$ cat src/rtl/boot_cfg_pkg.sv
package boot_cfg_pkg;
  localparam int DATA_W    = 32;
  localparam int STRAP_W   = 20;
  // status field positions
  localparam int ENDIAN_BIT = 0;
  localparam int BOOT_LSB   = 1;
  localparam int BOOT_W     = 16;
  localparam int VSIF_LSB   = 17;
  localparam int VSIF_W     = 2;
  localparam int PLLD_BIT   = 19;
  // configuration field positions
  localparam int CLKO_BIT   = 0;
  localparam int PCIE0_LSB  = 1;
  localparam int PCIE1_LSB  = 3;
  localparam int PCIE_W     = 2;
  localparam int CFG_FW     = 5;
  localparam logic [DATA_W-1:0] CFG_RST = 32'h0000_0001;

  typedef enum logic [1:0] {
    PCIE_EP     = 2'b00,
    PCIE_LEG_EP = 2'b01,
    PCIE_RC     = 2'b10,
    PCIE_RSVD   = 2'b11
  } pcie_mode_e;
endpackage

$ cat src/rtl/strap_status_reg.sv
module strap_status_reg #(
  parameter int DW      = 32,
  parameter int SW      = 20,
  parameter int RO_BITS = 1
) (
  input  logic          clk,
  input  logic          por,
  input  logic          wr_en,
  input  logic [DW-1:0] wdata,
  input  logic [SW-1:0] strap,
  output logic [DW-1:0] q
);
  // Per-bit structure: reserved bits tie to 0, the low RO_BITS only
  // load on power-on, the rest load on power-on or on a software write.
  for (genvar i = 0; i < DW; i++) begin : g_bit
    if (i >= SW) begin : g_rsvd
      assign q[i] = 1'b0;
    end else if (i < RO_BITS) begin : g_ro
      always_ff @(posedge clk) begin
        if (por) q[i] <= strap[i];
      end
    end else begin : g_rw
      always_ff @(posedge clk) begin
        if (por)        q[i] <= strap[i];
        else if (wr_en) q[i] <= wdata[i];
      end
    end
  end
endmodule

$ cat src/rtl/wo_config_reg.sv
module wo_config_reg #(
  parameter int          DW      = 32,
  parameter int          FW      = 5,
  parameter logic [31:0] RST_VAL = 32'h1
) (
  input  logic          clk,
  input  logic          rst,
  input  logic          wr_en,
  input  logic [DW-1:0] wdata,
  output logic [DW-1:0] q,
  output logic          locked
);
  logic [FW-1:0] fld_q;

  always_ff @(posedge clk) begin
    if (rst) begin
      fld_q  <= RST_VAL[FW-1:0];
      locked <= 1'b0;
    end else if (wr_en && !locked) begin
      fld_q  <= wdata[FW-1:0];
      locked <= 1'b1;
    end
  end

  assign q = {{(DW-FW){1'b0}}, fld_q};
endmodule

$ cat src/rtl/reg_read_mux.sv
module reg_read_mux #(
  parameter int DW        = 32,
  parameter int AW        = 4,
  parameter int STAT_ADDR = 0,
  parameter int CFG_ADDR  = 1
) (
  input  logic          clk,
  input  logic          rst,
  input  logic [AW-1:0] addr,
  input  logic [DW-1:0] stat,
  input  logic [DW-1:0] cfg,
  output logic [DW-1:0] rdata
);
  logic [DW-1:0] sel_d;

  always_comb begin
    if (addr == AW'(STAT_ADDR))     sel_d = stat;
    else if (addr == AW'(CFG_ADDR)) sel_d = cfg;
    else                            sel_d = '0;
  end

  always_ff @(posedge clk) begin
    if (rst) rdata <= '0;
    else     rdata <= sel_d;
  end
endmodule

$ cat src/rtl/boot_cfg_regs.sv
module boot_cfg_regs
  import boot_cfg_pkg::*;
#(
  parameter int ADDR_W    = 4,
  parameter int STAT_ADDR = 0,
  parameter int CFG_ADDR  = 1
) (
  input  logic                clk,
  input  logic                por_i,
  input  logic                hrst_i,
  input  logic [STRAP_W-1:0]  strap_i,
  input  logic [ADDR_W-1:0]   addr_i,
  input  logic                wr_en_i,
  input  logic [DATA_W-1:0]   wdata_i,
  output logic [DATA_W-1:0]   rdata_o,
  output logic                endian_o,
  output logic [BOOT_W-1:0]   bootmode_o,
  output logic [VSIF_W-1:0]   vsif_sel_o,
  output logic                pll_div_sel_o,
  output logic                clkout_en_o,
  output logic [PCIE_W-1:0]   pcie0_mode_o,
  output logic [PCIE_W-1:0]   pcie1_mode_o,
  output logic                cfg_locked_o
);
  logic              any_rst;
  logic              wr_ok;
  logic              stat_we;
  logic              cfg_we;
  logic [DATA_W-1:0] stat_q;
  logic [DATA_W-1:0] cfg_q;

  assign any_rst = por_i | hrst_i;
  assign wr_ok   = wr_en_i & ~any_rst;
  assign stat_we = wr_ok & (addr_i == ADDR_W'(STAT_ADDR));
  assign cfg_we  = wr_ok & (addr_i == ADDR_W'(CFG_ADDR));

  strap_status_reg #(
    .DW(DATA_W), .SW(STRAP_W), .RO_BITS(ENDIAN_BIT + 1)
  ) u_stat (
    .clk(clk), .por(por_i), .wr_en(stat_we),
    .wdata(wdata_i), .strap(strap_i), .q(stat_q)
  );

  wo_config_reg #(
    .DW(DATA_W), .FW(CFG_FW), .RST_VAL(CFG_RST)
  ) u_cfg (
    .clk(clk), .rst(any_rst), .wr_en(cfg_we),
    .wdata(wdata_i), .q(cfg_q), .locked(cfg_locked_o)
  );

  reg_read_mux #(
    .DW(DATA_W), .AW(ADDR_W), .STAT_ADDR(STAT_ADDR), .CFG_ADDR(CFG_ADDR)
  ) u_rd (
    .clk(clk), .rst(any_rst), .addr(addr_i),
    .stat(stat_q), .cfg(cfg_q), .rdata(rdata_o)
  );

  assign endian_o      = stat_q[ENDIAN_BIT];
  assign bootmode_o    = stat_q[BOOT_LSB +: BOOT_W];
  assign vsif_sel_o    = stat_q[VSIF_LSB +: VSIF_W];
  assign pll_div_sel_o = stat_q[PLLD_BIT];
  assign clkout_en_o   = cfg_q[CLKO_BIT];
  assign pcie0_mode_o  = cfg_q[PCIE0_LSB +: PCIE_W];
  assign pcie1_mode_o  = cfg_q[PCIE1_LSB +: PCIE_W];
endmodule

$ cat config.mk
export PLATFORM = sky130hd
export DESIGN_NAME = boot_cfg_regs
export DESIGN_NICKNAME = d
export VERILOG_FILES = /design/src/rtl/boot_cfg_pkg.sv /design/src/rtl/strap_status_reg.sv /design/src/rtl/wo_config_reg.sv /design/src/rtl/reg_read_mux.sv /design/src/rtl/boot_cfg_regs.sv
export SDC_FILE = /design/constraint.sdc
export NUM_CORES = 1
export LEC_CHECK = 0
export BUFFER_PORTS_ARGS = -buffer_cell sky130_fd_sc_hd__clkbuf_2
export CELL_PAD_IN_SITES_DETAIL_PLACEMENT = 0
export CELL_PAD_IN_SITES_GLOBAL_PLACEMENT = 1
export CORE_ASPECT_RATIO = 0.75
export CORE_MARGIN = 10
export CORE_UTILIZATION = 36
export CTS_CLUSTER_SIZE = 40
export DETAILED_ROUTE_END_ITERATION = 12
export PLACE_DENSITY_LB_ADDON = 0.2
export SKIP_LAST_GASP = 1
export SYNTH_ARGS = -nofsm -noshare
export SYNTH_HDL_FRONTEND = slang
export SYNTH_HIERARCHICAL = 1
export SYNTH_SLANG_ARGS = --single-unit
$ cat constraint.sdc
create_clock -name clk -period 2.1 [get_ports clk]
set_clock_uncertainty 0.2 [all_clocks]
set_input_delay 0.21 -clock clk [delete_from_list [all_inputs] [get_ports clk]]
set_output_delay 0.21 -clock clk [all_outputs]
set_load 0.02 [all_outputs]
==> run_results.csv <==
group,metric,value,unit
logic_synthesis,post_synth_inst_count,217,
sta,final.period_utilization,86.7,%
sta,timing_max_transition_violations_final,0,
grt,first_global_vias,2052,
sta,report.final.setup_viol,0,
floorplanning,die_width,119,µm
critical_path,worst_ep_required_time,1.97,ns
cts,tritoncts_clock_tree,"done",
hold_path,min_path_type,"in2reg",
final_layout,area_of_all_placed_cells_without_fillers,3710,µm²
cts,cts.repair_timing.setup_buffer_count,0,
sta,final_hold_viol_count,0,
critical_path,crit-reg2reg-launch,"u_cfg/locked$_SDFFE_PP0P_",
drt,routed_wire_length_per_instance,13.2,µm
grt,number_of_antenna_violations_at_the_first_check_in_global_routing,0,
final_layout,design.final.nets,428,
floorplanning,core_area,7260,µm²
floorplanning,floorplan.initialDensity,36.5,%
critical_path,cp.arrival,1.69,ns
drt,drt_pre_antenna_iters,4,
final_layout,layout-drive-gt1-share,39.4,%
drt,dr.first_iter.drc_count,50,
logic_synthesis,yosysWarningCount,6,
final_layout,area.growth.synth_to_final,39.8,%
cts,clockRootBuffer,"sky130_fd_sc_hd__clkbuf_8",
power_and_ir_drop,total_leakage_power,1.81,nW
critical_path,r2r.worst_path.cells,2,
cts,worstSkewPairLatency,0.33,ns
drt,detailroute.via_count,1876,
final_layout,finish.cell_count_without_fillers,474,
cts,cts_max_path_buffers,2,
critical_path,endpoint,"u_stat/q[17]$_DFFE_PP_",
logic_synthesis,synth_sequential_area_ratio,51.3,%
power_and_ir_drop,irDropWorstVdd,413,µV
grt,wire_length_of_the_first_global_routing_pass,10200,µm
floorplanning,pin_count,118,
run,max_cap_violations,0,
logic_synthesis,ys_ff_latch,58,
cts,cts.repair.resized,0,
place,dpl.hpwl,4360,µm
critical_path,rr_endpoint,"u_cfg/fld_q[1]$_SDFFE_PP0P_",
final_layout,insertedDiodeCount,0,
critical_path,crit_path_start_kind,"input pin",
logic_synthesis,synth.lib_cells_used.distinct,20,
drt,via_per_inst,3.96,
place,port-buffer-count,105,
drt,route.detailed.drc,0,
grt,grt_max_degree,33,
sta,setup-tns-final,0,ns
place,pre_cts_slack,0.0899,ns
logic_synthesis,syn_std_cell_area,2650,µm²
cts,clkSlewWorstSetupHoldPaths,0.06,ns
grt,grt.overflow.total,0,
cts,cts-htree-levels,3,
critical_path,endpoint_kind,"flop",
critical_path,timing_worst_setup_path_type,"in2reg",
place,place_area,3140,µm²
sta,timing.fmax,0.549,GHz
critical_path,crit_start,"wdata_i[17]",
drt,route.final.wire_length,6240,µm
floorplanning,chipHeight,94.3,µm
cts,tritoncts.num_buffers,9,
floorplanning,die-area,11200,µm²
grt,global_route.usage.total,11.4,%
final_layout,layout.core_utilization,51.1,%
drt,postRouteAntennaNets,0,
sta,fin_ws,0.280,ns
power_and_ir_drop,power_density,677,nW/µm²
logic_synthesis,synth_area_per_cell,12.2,µm²
place,place_inst,418,
place,routabilityCongestion,0.675,
sta,fin_crit,1.82,ns
status,run_status,"finished clean",
sta,setup_repair_after_global_routing_missed_its_margin,"no",
cts,tritoncts_num_sinks,58,
critical_path,crit_fanout,1,
floorplanning,rows,27,
critical_path,setup.reg_to_reg.worst_slack,1.07,ns
==> state kept, by name (all words and copies together) (netlist names) <==
register      cells
u_rd/rdata       32
u_stat/q         20
u_cfg/fld_q       5
u_cfg/locked      1
==> layout by cell type, fill, tap and decap left out, drive strengths merged, types with 2 or more instances in the layout <==
cell / netlist / final
dlygate4sd3: 0 / 40
conb: 2 / 39
edfxtp: 20 / 20
buf: 48 / 8
nand2b: 4 / 4
dfxtp: 38 / 38
nand4bb: 4 / 4
nor2: 36 / 36
clkbuf: 2 / 121
mux2: 19 / 19
mux2i: 33 / 33
or2: 2 / 2
o21ai: 4 / 4
==> how the worst min path moves through the flow <==
stage,end,start,cells after the start,slack [ns]
6_report,u_cfg/locked$_SDFFE_PP0P_,hrst_i,3,0.09
5_1_grt,u_cfg/locked$_SDFFE_PP0P_,hrst_i,3,0.10
4_1_cts,u_cfg/locked$_SDFFE_PP0P_,hrst_i,3,0.08
3_5_place_dp,u_stat/q[0]$_DFFE_PP_,strap_i[0],1,0.19
3_3_place_gp,u_stat/q[0]$_DFFE_PP_,strap_i[0],1,0.19
2_1_floorplan,u_stat/q[0]$_DFFE_PP_,strap_i[0],0,0.11
==> layout make-up <==
cell class	instances	area (µm²)
repair buffers	153	998
well taps	101	126
fillers	674	3550
flip-flops and latches	58	1360
multi-input cells	146	1050
clock buffers	16	170
==> synthesized netlist by cell type <==
master | n | area, µm²
sky130_fd_sc_hd__or4b_1 | 1 | 10.0
sky130_fd_sc_hd__nor2_1 | 36 | 135
sky130_fd_sc_hd__mux2_4 | 19 | 285
sky130_fd_sc_hd__or2_2 | 2 | 12.5
sky130_fd_sc_hd__or4_1 | 1 | 7.51
sky130_fd_sc_hd__o21ai_1 | 4 | 20.0
sky130_fd_sc_hd__mux2i_1 | 33 | 330
sky130_fd_sc_hd__nor4b_2 | 1 | 15.0
sky130_fd_sc_hd__nor2b_4 | 1 | 13.8
sky130_fd_sc_hd__clkbuf_2 | 1 | 5.00
sky130_fd_sc_hd__conb_1 | 2 | 7.51
sky130_fd_sc_hd__buf_2 | 4 | 20.0
sky130_fd_sc_hd__nand4bb_1 | 4 | 45.0
sky130_fd_sc_hd__clkbuf_1 | 1 | 3.75
sky130_fd_sc_hd__buf_4 | 39 | 293
sky130_fd_sc_hd__buf_6 | 5 | 56.3
sky130_fd_sc_hd__nor4_1 | 1 | 6.26
sky130_fd_sc_hd__edfxtp_1 | 20 | 601
sky130_fd_sc_hd__nand2b_1 | 4 | 25.0
sky130_fd_sc_hd__dfxtp_1 | 38 | 761
==> critical path, cell delays in order <==
cell	delay (ns)
sky130_fd_sc_hd__dlygate4sd3_1	0.54
sky130_fd_sc_hd__clkbuf_2	0.12
sky130_fd_sc_hd__mux2_4	0.27
sky130_fd_sc_hd__dlygate4sd3_1	0.55
==> cell families (layout without fill, tap and decap cells) <==
logic type	Yosys count	in the layout	synth area share, %
multiplexers	52	52	23.2
AND/OR/NAND/NOR	51	51	10.2
AO/OA/AOI/OAI	4	4	0.755
other	2	39	0.283
buffers and inverters	50	169	14.2
flip-flops	58	58	51.3
==> routing by layer <==
layer  up-vias  global-route usage [%]  routed length, µm
met2        63                    20.4               3280
met5         -                       0                  0
li1        961                       -                  -
met1       847                    11.0               2300
met3         5                    6.50                594
met4         0                    3.45                 65
==> metrics by stage <==
stage                     total power, mW  hold slack (ns)
after floorplan                      1.51            0.109
final                                2.51           0.0894
after CTS                            2.55           0.0777
after global routing                 2.64            0.103
after detailed placement             1.57            0.191
after global placement               1.57            0.189
==> timing repair <==
action	4_1_cts	5_1_grt
setup endpoints to repair	0	0
endpoints found under the hold margin	25	0
hold buffers	40	0
==> power by group <==
| group | internal, mW | switching (mW) |
|---|---|---|
| combinational | 0.206 | 0.174 |
| sequential | 1.21 | 0.0204 |
| clock | 0.496 | 0.401 |
| total | 1.91 | 0.595 |
Note: power is estimated with default switching activity, not from simulation.
